$ cat config.mk
export PLATFORM = sky130hd
export DESIGN_NAME = serial_frame_rx
export DESIGN_NICKNAME = d
export VERILOG_FILES = /design/src/rtl/sfr_pkg.sv /design/src/rtl/sfr_sync.sv /design/src/rtl/sfr_ctrl.sv /design/src/rtl/sfr_dpath.sv /design/src/rtl/serial_frame_rx.sv
export SDC_FILE = /design/constraint.sdc
export NUM_CORES = 1
export LEC_CHECK = 0
export ABC_AREA = 1
export CAP_MARGIN = 10
export CORE_MARGIN = 2
export CORE_UTILIZATION = 55
export DETAILED_ROUTE_END_ITERATION = 8
export DONT_BUFFER_PORTS = 1
export PLACE_DENSITY = 0.77
export SLEW_MARGIN = 20
export SYNTH_ARGS = -nofsm -noshare
export SYNTH_HDL_FRONTEND = slang
export SYNTH_SLANG_ARGS = --single-unit
$ cat constraint.sdc
create_clock -name clk -period 1.25 [get_ports clk]
set_input_delay 0.25 -clock clk [delete_from_list [all_inputs] [get_ports clk]]
set_output_delay 0.25 -clock clk [all_outputs]
set_load 0.05 [all_outputs]
$ cat src/rtl/sfr_pkg.sv
package sfr_pkg;

  // Frame tracking states of the control path
  typedef enum logic [1:0] {
    ST_IDLE   = 2'd0,
    ST_ACTIVE = 2'd1,
    ST_DONE   = 2'd2
  } rxState_t;

  // Strobes from control to datapath
  typedef struct packed {
    logic clear;  // empty the shift register
    logic shift;  // take one data bit
    logic issue;  // publish the completed word
  } rxCtrl_t;

endpackage

$ cat src/rtl/sfr_sync.sv
module sfr_sync #(
  parameter int unsigned WIDTH  = 3,
  parameter int unsigned STAGES = 2,
  parameter logic [WIDTH-1:0] RESET_VAL = '0
) (
  input  logic             clk,
  input  logic             rst,
  input  logic [WIDTH-1:0] dIn,
  output logic [WIDTH-1:0] dOut
);

  logic [WIDTH-1:0] pipe [STAGES];

  always_ff @(posedge clk) begin
    if (rst) begin
      for (int i = 0; i < STAGES; i++) pipe[i] <= RESET_VAL;
    end else begin
      pipe[0] <= dIn;
      for (int i = 1; i < STAGES; i++) pipe[i] <= pipe[i-1];
    end
  end

  assign dOut = pipe[STAGES-1];

endmodule

$ cat src/rtl/sfr_ctrl.sv
module sfr_ctrl
  import sfr_pkg::*;
#(
  parameter int unsigned FRAME_BITS = 24
) (
  input  logic    clk,
  input  logic    rst,
  input  logic    selS,
  input  logic    sclkS,
  output rxCtrl_t ctrl
);

  localparam int unsigned CNT_W = $clog2(FRAME_BITS + 1);
  localparam logic [CNT_W-1:0] LAST_IDX = CNT_W'(FRAME_BITS - 1);

  rxState_t         state, nextState;
  logic [CNT_W-1:0] bitCnt, nextCnt;
  logic             selD, sclkD;
  logic             sclkFall, selFall, lastBit;

  // Previous synchronised samples for edge detection
  always_ff @(posedge clk) begin
    if (rst) begin
      selD  <= 1'b1;
      sclkD <= 1'b0;
    end else begin
      selD  <= selS;
      sclkD <= sclkS;
    end
  end

  assign sclkFall = sclkD & ~sclkS;
  assign selFall  = selD & ~selS;
  assign lastBit  = (bitCnt == LAST_IDX);

  always_comb begin
    nextState = state;
    nextCnt   = bitCnt;
    ctrl      = '0;
    unique case (state)
      ST_IDLE: begin
        if (selFall) begin
          nextState  = ST_ACTIVE;
          nextCnt    = '0;
          ctrl.clear = 1'b1;
        end
      end
      ST_ACTIVE: begin
        if (selS) begin
          nextState  = ST_IDLE;
          nextCnt    = '0;
          ctrl.clear = 1'b1;
        end else if (sclkFall) begin
          ctrl.shift = 1'b1;
          if (lastBit) begin
            ctrl.issue = 1'b1;
            nextState  = ST_DONE;
            nextCnt    = '0;
          end else begin
            nextCnt = bitCnt + 1'b1;
          end
        end
      end
      ST_DONE: begin
        if (selS) nextState = ST_IDLE;
      end
      default: begin
        nextState = ST_IDLE;
        nextCnt   = '0;
      end
    endcase
  end

  always_ff @(posedge clk) begin
    if (rst) begin
      state  <= ST_IDLE;
      bitCnt <= '0;
    end else begin
      state  <= nextState;
      bitCnt <= nextCnt;
    end
  end


  cnt_bound_chk: assert property (@(posedge clk) disable iff (rst)
    bitCnt < CNT_W'(FRAME_BITS));


  abort_clear_chk: assert property (@(posedge clk) disable iff (rst)
    (state == ST_ACTIVE && selS) |=> (bitCnt == '0 && state == ST_IDLE));


  issue_single_chk: assert property (@(posedge clk) disable iff (rst)
    ctrl.issue |=> !ctrl.issue);


  no_reopen_chk: assert property (@(posedge clk) disable iff (rst)
    (state == ST_DONE && !selS) |=> (state == ST_DONE));

endmodule

$ cat src/rtl/sfr_dpath.sv
module sfr_dpath
  import sfr_pkg::*;
#(
  parameter int unsigned FRAME_BITS = 24
) (
  input  logic                  clk,
  input  logic                  rst,
  input  logic                  dinS,
  input  rxCtrl_t               ctrl,
  output logic [FRAME_BITS-1:0] rxWord,
  output logic                  rxValid
);

  logic [FRAME_BITS-1:0] shiftReg;
  logic [FRAME_BITS-1:0] shifted;

  // Most significant bit first: older bits move toward the top
  assign shifted = {shiftReg[FRAME_BITS-2:0], dinS};

  always_ff @(posedge clk) begin
    if (rst) begin
      shiftReg <= '0;
      rxWord   <= '0;
      rxValid  <= 1'b0;
    end else begin
      rxValid <= ctrl.issue;
      if (ctrl.clear)      shiftReg <= '0;
      else if (ctrl.shift) shiftReg <= shifted;
      if (ctrl.issue)      rxWord   <= shifted;
    end
  end


  valid_src_chk: assert property (@(posedge clk) disable iff (rst)
    rxValid |-> $past(ctrl.issue));


  word_hold_chk: assert property (@(posedge clk) disable iff (rst)
    !rxValid |-> $stable(rxWord));

endmodule

$ cat src/rtl/serial_frame_rx.sv
module serial_frame_rx
  import sfr_pkg::*;
#(
  parameter int unsigned FRAME_BITS  = 24,
  parameter int unsigned SYNC_STAGES = 2
) (
  input  logic                  clk,
  input  logic                  rst,
  input  logic                  selN,
  input  logic                  sclk,
  input  logic                  sdata,
  output logic [FRAME_BITS-1:0] rxWord,
  output logic                  rxValid
);

  logic [2:0] rawLines, syncLines;
  rxCtrl_t    ctrl;

  assign rawLines = {selN, sclk, sdata};

  // Select idles high, clock idles low
  sfr_sync #(
    .WIDTH    (3),
    .STAGES   (SYNC_STAGES),
    .RESET_VAL(3'b100)
  ) u_sync (
    .clk (clk),
    .rst (rst),
    .dIn (rawLines),
    .dOut(syncLines)
  );

  sfr_ctrl #(
    .FRAME_BITS(FRAME_BITS)
  ) u_ctrl (
    .clk  (clk),
    .rst  (rst),
    .selS (syncLines[2]),
    .sclkS(syncLines[1]),
    .ctrl (ctrl)
  );

  sfr_dpath #(
    .FRAME_BITS(FRAME_BITS)
  ) u_dpath (
    .clk    (clk),
    .rst    (rst),
    .dinS   (syncLines[0]),
    .ctrl   (ctrl),
    .rxWord (rxWord),
    .rxValid(rxValid)
  );

endmodule

==> impl_summary.txt, run 1 <==
----------------------------------------------------
[Setup path]
  Top fanout value on the critical path ... 6
  Source of the critical timing path ... u_ctrl.state[1]
  Crit Reg-Reg Startpoint ... u_ctrl.state[1]
  Category of the worst setup path capture point ... register
  Endpoint required time on the critical path ... 1.53 ns
  Type of the worst setup path ... register to register
  Startpoint types ... register
  Data arrival time of the critical path ... 1.67 ns
  Depth of the worst register-to-register path ... 10
  Reg2Reg Setup Slack ... -0.14 ns
  Endpoint of the lowest-slack register-to-register path ... u_dpath.rxWord[12]

[Run status]
  Violations in the final reports ... setup timing
  Status ... finished with violations

[Logic synthesis]
  Async S/R FF share, synth ... 0%
  Area share of the leading cell type in the synthesized netlist ... 51.2%
  Post-synth EDFFs ... 0
  Netlist area before placement ... 2460 um^2
  Count leader, synth ... nand2_1
  Per-instance average area after synthesis ... 8.08 um^2
  Post-synthesis cell count ... 305
  Sequential element share of the synthesized area ... 51.2%
  Adder-cell area share of the yosys netlist ... 0.508%
  Synthesized flop and latch total ... 63
  Syn Nets ... 311
  Warnings from Yosys ... 0
  Library cell with the largest summed area after synthesis ... dfxtp_1
  Simple-gate share of the synthesized area ... 34.9%
  Largest cells by area after synthesis ... dfxtp_1 (51%), nand2_1 (18%), nand3_2 (6.9%), a21oi_1 (4.9%), nor2_1 (3.4%)
  Fraction of the mapped netlist area in compound gates ... 6.60%
  Mux cell area share after synthesis ... 0%
  Distinct cell type count of the synthesized netlist ... 24
  Combinational family with the most area after synthesis ... simple AND/OR/NAND/NOR gates
  Share of the synthesized netlist area taken by xor and xnor gates ... 0%
  Cell types with the highest counts after synthesis ... nand2_1 (120), dfxtp_1 (63), a21oi_1 (24), nor2_1 (22), nand3_2 (17)
  Most frequently used flop master after synthesis ... dfxtp_1

[Pwr]
  Power per standard cell area ... 1440 nW/um^2
  Leakage power ... 1.39 nW
  Total power ... 4.73 mW
  Peak ir drop on the vdd network ... 1250 uV

[Die]
  Placeable core region ... 4320 um^2
  Count of boundary I/O pins ... 30
  Height of the die ... 70.9 um
  Number of cell rows ... 24
  Die Outline Area ... 5030 um^2
  Initial Utilization ... 57.0%
  Overall die width ... 70.9 um

[Timing]
  Actual transition at the worst max-transition pin ... 0.528 ns
  Number of hold violations in the final report ... 0
  PnR worst setup slack ... -0.144 ns
  Number of max-slew violations in the final report ... 0
  Post-Route Skew ... 0.0113 ns
  Post-route minimum period ... 1.39 ns
  RSZ-0062 raised after global routing ... true
  Max-slew headroom at the worst pin ... 64.8%
  Final Setup Violations ... 51
  Fmax ... 0.717 GHz
  Tcrit/Tclk final ... 112%

[Routing]
  Routed wire per std cell ... 14.5 um
  Residual antenna-violating net count after detailed routing ... 0
  First-pass detailed-route iteration total ... 4
  Total Wirelength ... 5990 um
  DRC violation count after routing ... 0
  Overall via count from detail_route ... 2,168
  Detailed Route Iter0 Violations ... 175
  Via-to-Cell Ratio ... 5.26

[Finish]
  Storage cell area ... 1280 um^2
  Growth of design area from synthesis to finish ... 33.1%
  Layout cells sized above 1 ... 34.4%
  Final nets ... 361
  Multi-input gate area in the final layout ... 1140 um^2
  Final std cell area, no fill ... 3280 um^2
  FILL cells ... 304
  N_diodes ... 0

[Placed design]
  Weighted congestion reported at the end of routability-driven placement ... 0.822
  Area after detailed placement ... 2750 um^2
  Detailed placement HPWL ... 3190 um
  Port buffer count ... 0

[GRT]
  Grt ovf ... 0
  Pin count of the biggest net entering global routing ... 25
  Wire length of the first global-routing pass ... 8340 um
  Overall global routing resource usage ... 21.1%
  Vias in the first global route ... 1,871
  Number of antenna violations at the first check in global routing ... 0

[Clock network]
  Buffer depth of the longest clock path ... 2
  Clk_lat worst skew ... 0.34 ns
  Number of buffers added by the clock tree synthesis step ... 9
  Clock tree from TritonCTS ... done
  H-Tree Depth ... 3
  Count of clock tree sinks ... 63
  Clk slew on worst S/H paths ... 0.07 ns
  Library cell used as clock root buffer ... clkbuf_8

[Worst hold path]
  Worst hold path class ... primary input to register
  End point of the worst hold path ... u_sync.pipe[0][2]
  HP Start ... rst
  Worst Hold Depth ... 1

[Flow run]
  Max capacitance violation total ... 0

----------------------------------------------------
-- logic make-up after synthesis --
logic type,Yosys count
simple gates,181
fa+ha+maj,1
flops,63
compound gates,31
buf+inv,29
-- placed cells by master (no fill, tap or decap), drive strengths merged --
master         n
nand2        122
bufinv         1
nand4          1
or2            2
nor3           1
inv           14
o21ai          4
dfxtp         63
ha             1
nand3         29
buf           43
nor2          26
a21oi         24
dlygate4sd3    7
o211ai         1
clkinv         3
clkbuf        16
o21bai         2
-- report_power, final --
part           leakage (nW)  switching [mW]  internal [mW]
Combinational         0.780           0.492          0.371
Clock                0.0916           0.754          0.925
Sequential            0.515          0.0945           2.10
-- final cells by class --
| class | count | share of cell area (%) |
|---|---|---|
| well taps | 52 | 1.98 |
| repair buffers | 53 | 16.4 |
| multi-input cells | 213 | 34.8 |
| clock inverters | 3 | 1.34 |
| inverters | 15 | 2.10 |
| clock buffers | 13 | 4.24 |
| flip-flops and latches | 63 | 39.1 |
-- layer usage --
layer | global-route usage (%) | vias to the layer above | part of all wire (%)
met3 | 5.70 | 15 | 4.4
met1 | 25.2 | 1016 | 42
met5 | 0 | - | 0
met2 | 34.6 | 69 | 52
li1 | - | 1068 | -
met4 | 11.5 | 0 | 2.0
-- repair_timing --
| action | CTS | global route |
|---|---|---|
| gates resized for setup | 14 | 33 |
| hold endpoints to repair | 7 | 3 |
| pin swaps | 3 | 12 |
| setup endpoints to repair | 31 | 60 |
| setup buffers | 2 | 5 |
| hold buffers | 5 | 2 |
| cloned | 0 | 4 |
-- worst max path at each step --
stage,end,depth (start not counted)
after floorplan,u_dpath.rxWord[10],10
after global placement,u_dpath.rxWord[21],10
after detailed placement,u_ctrl.state[1],10
after CTS,u_dpath.rxWord[21],10
after global routing,u_dpath.rxWord[13],10
final,u_dpath.rxWord[12],10
-- stage by stage --
stage	util, %	hold slack (ns)	TNS, ns	setup WS [ns]	std cells
2_1_floorplan	-	0.354	-0.138	-0.00783	305
3_3_place_gp	63.6	0.322	-0.895	-0.0584	378
3_5_place_dp	63.6	0.324	-2.12	-0.110	378
4_1_cts	70.3	-0.0340	-0.987	-0.0642	401
5_1_grt	75.8	-0.00390	-7.45	-0.231	412
6_report	75.8	0.0121	-3.42	-0.144	412
-- critical path, stage by stage, from the launching register on --
cell and delay, ns:
dfxtp_4 0.37, inv_2 0.06, nand2_4 0.05, nor2_4 0.14, nand3_4 0.10, nor2_4 0.15
nand2_2 0.09, clkinv_4 0.10, clkbuf_16 0.16, nand2_2 0.04, nand2_1 0.06
-- flip-flops by register name (all words and copies together) (netlist names) --
signal and cells:
u_ctrl.bitCnt 5, u_ctrl.sclkD 1, u_ctrl.selD 1, u_ctrl.state 2
u_dpath.rxValid 1, u_dpath.rxWord 24, u_dpath.shiftReg 23, u_sync.pipe 6
Power figures use the tool's default switching activity.
==> inputs of run 2 (changes only) <==
Settings changed: SYNTH_HIERARCHICAL set to 1.
==> impl_summary.txt, run 2 <==
----------------------------------------------------
[Routing]
  Routed wire per std cell ... 14.1 um
  Via-to-Cell Ratio ... 5.04
  Residual antenna-violating net count after detailed routing ... 0
  Overall via count from detail_route ... 2,295
  Total Wirelength ... 6400 um
  DRC violation count after routing ... 0
  First-pass detailed-route iteration total ... 4
  Detailed Route Iter0 Violations ... 226

[Setup path]
  Data arrival time of the critical path ... 1.60 ns
  Category of the worst setup path capture point ... register
  Depth of the worst register-to-register path ... 8
  Endpoint required time on the critical path ... 1.48 ns
  Top fanout value on the critical path ... 6
  Type of the worst setup path ... register to register
  Startpoint types ... register

[Finish]
  Final std cell area, no fill ... 3420 um^2
  Leading cell type in the layout, fill and taps excluded ... nor2_1
  Largest register FFs ... 24
  Leading cell types in the layout, fill and taps excluded ... nor2_1 (101), dfxtp_1 (57), nand2_1 (56), buf_4 (45), inv_1 (35)
  Top Registers ... u_dpath/rxWord x24, u_dpath/shiftReg x23, u_sync/pipe x6
  Register with the highest flop count ... u_dpath/rxWord
  Layout cells sized above 1 ... 32.8%
  N_diodes ... 0
  FILL cells ... 274
  Growth of design area from synthesis to finish ... 37.4%
  Final nets ... 404

[Clock network]
  Number of buffers added by the clock tree synthesis step ... 9
  Count of clock tree sinks ... 63
  Clock tree from TritonCTS ... done
  H-Tree Depth ... 3
  Buffer depth of the longest clock path ... 2
  Library cell used as clock root buffer ... clkbuf_8
  Clk_lat worst skew ... 0.33 ns
  Clk slew on worst S/H paths ... 0.06 ns

[Timing]
  Number of max-slew violations in the final report ... 0
  PnR worst setup slack ... -0.127 ns
  Final Setup Violations ... 49
  RSZ-0062 raised after global routing ... true
  Tcrit/Tclk final ... 110%
  Actual transition at the worst max-transition pin ... 0.490 ns
  Fmax ... 0.726 GHz
  Max-slew headroom at the worst pin ... 67.3%
  Number of hold violations in the final report ... 0
  Post-route minimum period ... 1.38 ns
  Post-Route Skew ... 0.00783 ns

[GRT]
  Number of antenna violations at the first check in global routing ... 0
  Wire length of the first global-routing pass ... 8890 um
  Vias in the first global route ... 2,008
  Pin count of the biggest net entering global routing ... 26
  Overall global routing resource usage ... 23.1%
  Grt ovf ... 0

[Flow run]
  Max capacitance violation total ... 0

[Run status]
  Violations in the final reports ... setup timing
  Status ... finished with violations

[Logic synthesis]
  Netlist area before placement ... 2490 um^2
  Library cell with the largest summed area after synthesis ... dfxtp_1
  Post-synth EDFFs ... 0
  Most frequently used flop master after synthesis ... dfxtp_1
  Syn Nets ... 350
  Post-synthesis cell count ... 344
  Async S/R FF share, synth ... 0%
  Distinct cell type count of the synthesized netlist ... 24
  Sequential element share of the synthesized area ... 50.7%
  Synthesized flop and latch total ... 63
  Largest cells by area after synthesis ... dfxtp_1 (51%), nor2_1 (16%), nand2_1 (10%), inv_1 (5.6%), o21ai_0 (4.8%)
  Count leader, synth ... nor2_1
  Area share of the leading cell type in the synthesized netlist ... 50.7%
  Warnings from Yosys ... 6
  Per-instance average area after synthesis ... 7.23 um^2
  Cell types with the highest counts after synthesis ... nor2_1 (107), nand2_1 (68), dfxtp_1 (63), inv_1 (37), o21ai_0 (24)

[Die]
  Initial Utilization ... 57.1%
  Placeable core region ... 4350 um^2
  Count of boundary I/O pins ... 30
  Number of cell rows ... 24
  Height of the die ... 71.3 um
  Overall die width ... 71.3 um
  Die Outline Area ... 5080 um^2

[Worst hold path]
  Worst hold path class ... primary input to register
  Worst Hold Depth ... 2

[Placed design]
  Area after detailed placement ... 2840 um^2
  Detailed placement HPWL ... 3310 um
  Weighted congestion reported at the end of routability-driven placement ... 0.842
  Port buffer count ... 0

[Pwr]
  Total power ... 4.34 mW
  Peak ir drop on the vdd network ... 831 uV
  Leakage power ... 1.58 nW
  Power per standard cell area ... 1270 nW/um^2

----------------------------------------------------
-- run 2: cell types whose count changed after synthesis, moves of 16 or more --
| cell | before | now |
|---|---|---|
| nor2_1 | 22 | 107 |
| nand2_1 | 120 | 68 |
| inv_1 | 10 | 37 |
| a21oi_1 | 24 | 3 |
| o21ai_0 | 3 | 24 |
| nand3_2 | 17 | 1 |
-- run 2: final cells by class --
type,instances,area (um^2),share of cell area (%)
Clock buffer,13,149,4.36
Multi-Input combinational cell,223,1120,32.8
Tap cell,52,65.1,1.90
Inverter,43,174,5.09
Timing Repair Buffer,58,541,15.8
Sequential cell,63,1280,37.4
Clock inverter,3,90.1,2.64
-- run 2: worst paths after layout --
check / startpoint / to / slack (ns)
min: selN / u_sync/pipe[0][2] / 0.02
min reg2reg: u_sync/pipe[0][0] / u_sync/pipe[0][3] / 0.40
max reg2reg: u_ctrl/bitCnt[0] / u_dpath/rxWord[1] / -0.13
max: u_ctrl/bitCnt[0] / u_dpath/rxWord[1] / -0.13
-- run 2: kinds of logic (layout without fill, tap and decap cells) --
group	after synthesis	after routing	synth area share, %
flops	63	63	50.7
simple gates	192	192	31.0
fa+ha+maj	1	1	0.503
compound gates	30	30	6.69
buf+inv	58	117	11.1
-- run 2: power by group --
part | switching [mW] | internal (mW) | leakage [nW]
Sequential | 0.00925 | 2.02 | 0.512
Combinational | 0.113 | 0.0904 | 0.954
Clock | 0.732 | 1.38 | 0.118
-- run 2: layer usage --
layer  wire length [um]  track usage [%]
met5                  0                0
met4                193             14.3
met3                388             7.74
met2               3350             37.4
met1               2470             26.3
-- run 2: through the flow --
step	hold WS, ns	utilization [%]	std cells	setup slack, ns	setup TNS, ns
floorplan	0.312	-	344	-0.0719	-2.68
global placement	0.314	65.1	427	-0.0638	-0.504
detailed placement	0.317	65.1	427	-0.0856	-1.97
CTS	0.00277	73.2	451	-0.00576	-0.0148
global route	0.00376	78.5	455	-0.191	-6.47
finish	0.0155	78.5	455	-0.127	-3.26
-- run 2: worst max-delay path: stages (launching register included) --
cell and delay, ns:
dfxtp_4 0.36, ha_4 0.16, nand4_1 0.11, inv_1 0.08
nand2_2 0.10, clkinv_4 0.12, buf_6 0.15, o21ai_2 0.13
nor2_1 0.07
-- run 2: what timing repair did --
action                                  CTS  global route
endpoints found under the setup margin   49            53
hold buffers                              1             0
setup buffers                             6             2
hold endpoints to repair                 11             0
resized for setup                        22            63
gates cloned                              1             3
pin swaps                                 7            25
==> inputs of run 3 (changes only) <==
Settings changed: GPL_ROUTABILITY_DRIVEN set to 0, REMOVE_ABC_BUFFERS set to 1.
==> impl_summary.txt, run 3 (synthesized netlist as in run 2, its figures left out) <==
----------------------------------------------------
[Run status]
  Status ... finished with violations
  Violations in the final reports ... setup timing

[GRT]
  Overall global routing resource usage ... 25.4%
  Wire length of the first global-routing pass ... 9620 um
  Pin count of the biggest net entering global routing ... 26
  Grt ovf ... 0
  Vias in the first global route ... 2,127
  Number of antenna violations at the first check in global routing ... 0

[Routing]
  DRC violation count after routing ... 0
  Total Wirelength ... 6460 um
  Overall via count from detail_route ... 2,325
  First-pass detailed-route iteration total ... 4
  Via-to-Cell Ratio ... 5.04
  Detailed Route Iter0 Violations ... 146
  Residual antenna-violating net count after detailed routing ... 0
  Routed wire per std cell ... 14.0 um

[Finish]
  Leading cell type in the layout, fill and taps excluded ... nor2_1
  Leading cell types in the layout, fill and taps excluded ... nor2_1 (103), dfxtp_1 (58), nand2_1 (49), buf_4 (39), inv_1 (36)
  Register with the highest flop count ... u_dpath/rxWord
  Largest register FFs ... 24
  Top Registers ... u_dpath/rxWord x24, u_dpath/shiftReg x23, u_sync/pipe x6
  N_diodes ... 0
  Layout cells sized above 1 ... 33.3%
  Growth of design area from synthesis to finish ... 38.4%
  Final nets ... 410

[Setup path]
  Slowest CP cell ... dfxtp_2
  Source of the critical timing path ... u_ctrl/bitCnt[1]
  Endpoint of the lowest-slack register-to-register path ... u_dpath/rxWord[21]
  Category of the worst setup path capture point ... register
  Bufs and invs on worst path ... 3
  Reg2Reg Setup Slack ... -0.14 ns
  Max incr delay on CP ... 0.34 ns
  Depth of the worst register-to-register path ... 8
  Startpoint types ... register
  Data arrival time of the critical path ... 1.66 ns
  CP Depth ... 8
  Crit Reg-Reg Startpoint ... u_ctrl/bitCnt[1]
  Type of the worst setup path ... register to register
  CP dominant cell by count ... nor2_1
  Top fanout value on the critical path ... 25
  Termination of the worst setup path ... u_dpath/rxWord[21]
  Endpoint required time on the critical path ... 1.52 ns
  Cell breakdown of the critical path ... ha_4, nand4_1, inv_1, nand2_2, clkinv_4, inv_6, nor2_1, nor2_1
  Cell family with most CP delay ... simple AND/OR/NAND/NOR gates

[Clock network]
  Clk_lat worst skew ... 0.35 ns
  Library cell used as clock root buffer ... clkbuf_8
  Buffer depth of the longest clock path ... 2
  Clk slew on worst S/H paths ... 0.07 ns
  Number of buffers added by the clock tree synthesis step ... 9
  H-Tree Depth ... 3
  Count of clock tree sinks ... 63
  Clock tree from TritonCTS ... done

[Placed design]
  Post-Place Setup Slack ... -0.195 ns
  Port buffer count ... 0
  Detailed placement HPWL ... 3190 um

[Die]
  Count of boundary I/O pins ... 30
  Placeable core region ... 4350 um^2
  Number of cell rows ... 24
  Die Outline Area ... 5080 um^2
  Initial Utilization ... 57.1%
  Height of the die ... 71.3 um
  Overall die width ... 71.3 um

[Timing]
  Number of hold violations in the final report ... 0
  Post-route minimum period ... 1.39 ns
  Tcrit/Tclk final ... 112%
  Actual transition at the worst max-transition pin ... 0.479 ns
  Fmax ... 0.717 GHz
  Number of max-slew violations in the final report ... 0
  Post-Route Skew ... 0.00526 ns
  Worst hold slack ... 0.0188 ns
  Setup TNS Final ... -2.58 ns
  Max-slew headroom at the worst pin ... 68.0%
  Final Setup Violations ... 42
  RSZ-0062 raised after global routing ... true
  PnR worst setup slack ... -0.145 ns

[Pwr]
  Total power ... 3.83 mW
  Power per standard cell area ... 1110 nW/um^2
  Leakage power ... 1.59 nW
  Peak ir drop on the vdd network ... 863 uV

[Flow run]
  Max capacitance violation total ... 0

[Worst hold path]
  Worst Hold Depth ... 2
  Worst hold path class ... primary input to register

----------------------------------------------------
## run 3: worst min-delay path by stage
| stage | endpoint | slack (ns) | from |
|---|---|---|---|
| 2_1_floorplan | u_ctrl/bitCnt[0] | 0.32 | rst |
| 3_3_place_gp | u_ctrl/bitCnt[0] | 0.32 | rst |
| 3_5_place_dp | u_ctrl/bitCnt[0] | 0.32 | rst |
| 4_1_cts | u_sync/pipe[0][5] | 0.01 | rst |
| 5_1_grt | u_sync/pipe[0][5] | 0.02 | rst |
| 6_report | u_sync/pipe[0][5] | 0.02 | rst |
## run 3: where the power goes
part	switching [mW]	total, mW	internal (mW)
Clock	0.787	1.61	0.822
Sequential	0.00816	2.03	2.02
Combinational	0.111	0.193	0.0823
Total	0.906	3.83	2.92
## run 3: timing repair
item / CTS / global route
gates resized for setup: 37 / 72
setup endpoints to repair: 48 / 53
buffers inserted: 5 / 3
endpoints found under the hold margin: 10 / 0
gates cloned: 3 / 2
pin swaps: 18 / 29
hold buffers: 8 / 0
## run 3: worst reg2reg max path, cell delays in order (launching register included)
cell	delay [ns]
dfxtp_2	0.34
ha_4	0.16
nand4_1	0.09
inv_1	0.06
nand2_2	0.10
clkinv_4	0.12
inv_6	0.19
nor2_1	0.10
nor2_1	0.16
## run 3: through the flow
step	util, %	area, um^2	instances
floorplan	-	2370	329
global placement	64.3	2800	426
detailed placement	64.3	2800	426
CTS	73.5	3200	458
global route	79.1	3440	461
finish	79.1	3440	461
## run 3: layout make-up
cell class,instances,area (um^2)
clock inverters,3,17.5
flip-flops and latches,63,1270
well taps,52,65.1
multi-input cells,225,1160
clock buffers,13,159
repair buffers,62,594
fillers,283,912
inverters,43,179
## run 3: per-layer routing
| layer | vias up | GRT usage, % | part of all wire, % |
|---|---|---|---|
| li1 | 1153 | - | - |
| met1 | 1076 | 28.8 | 38 |
| met2 | 71 | 42.5 | 52 |
| met3 | 25 | 7.31 | 5.4 |
| met4 | 0 | 15.3 | 3.9 |
| met5 | - | 0 | 0 |
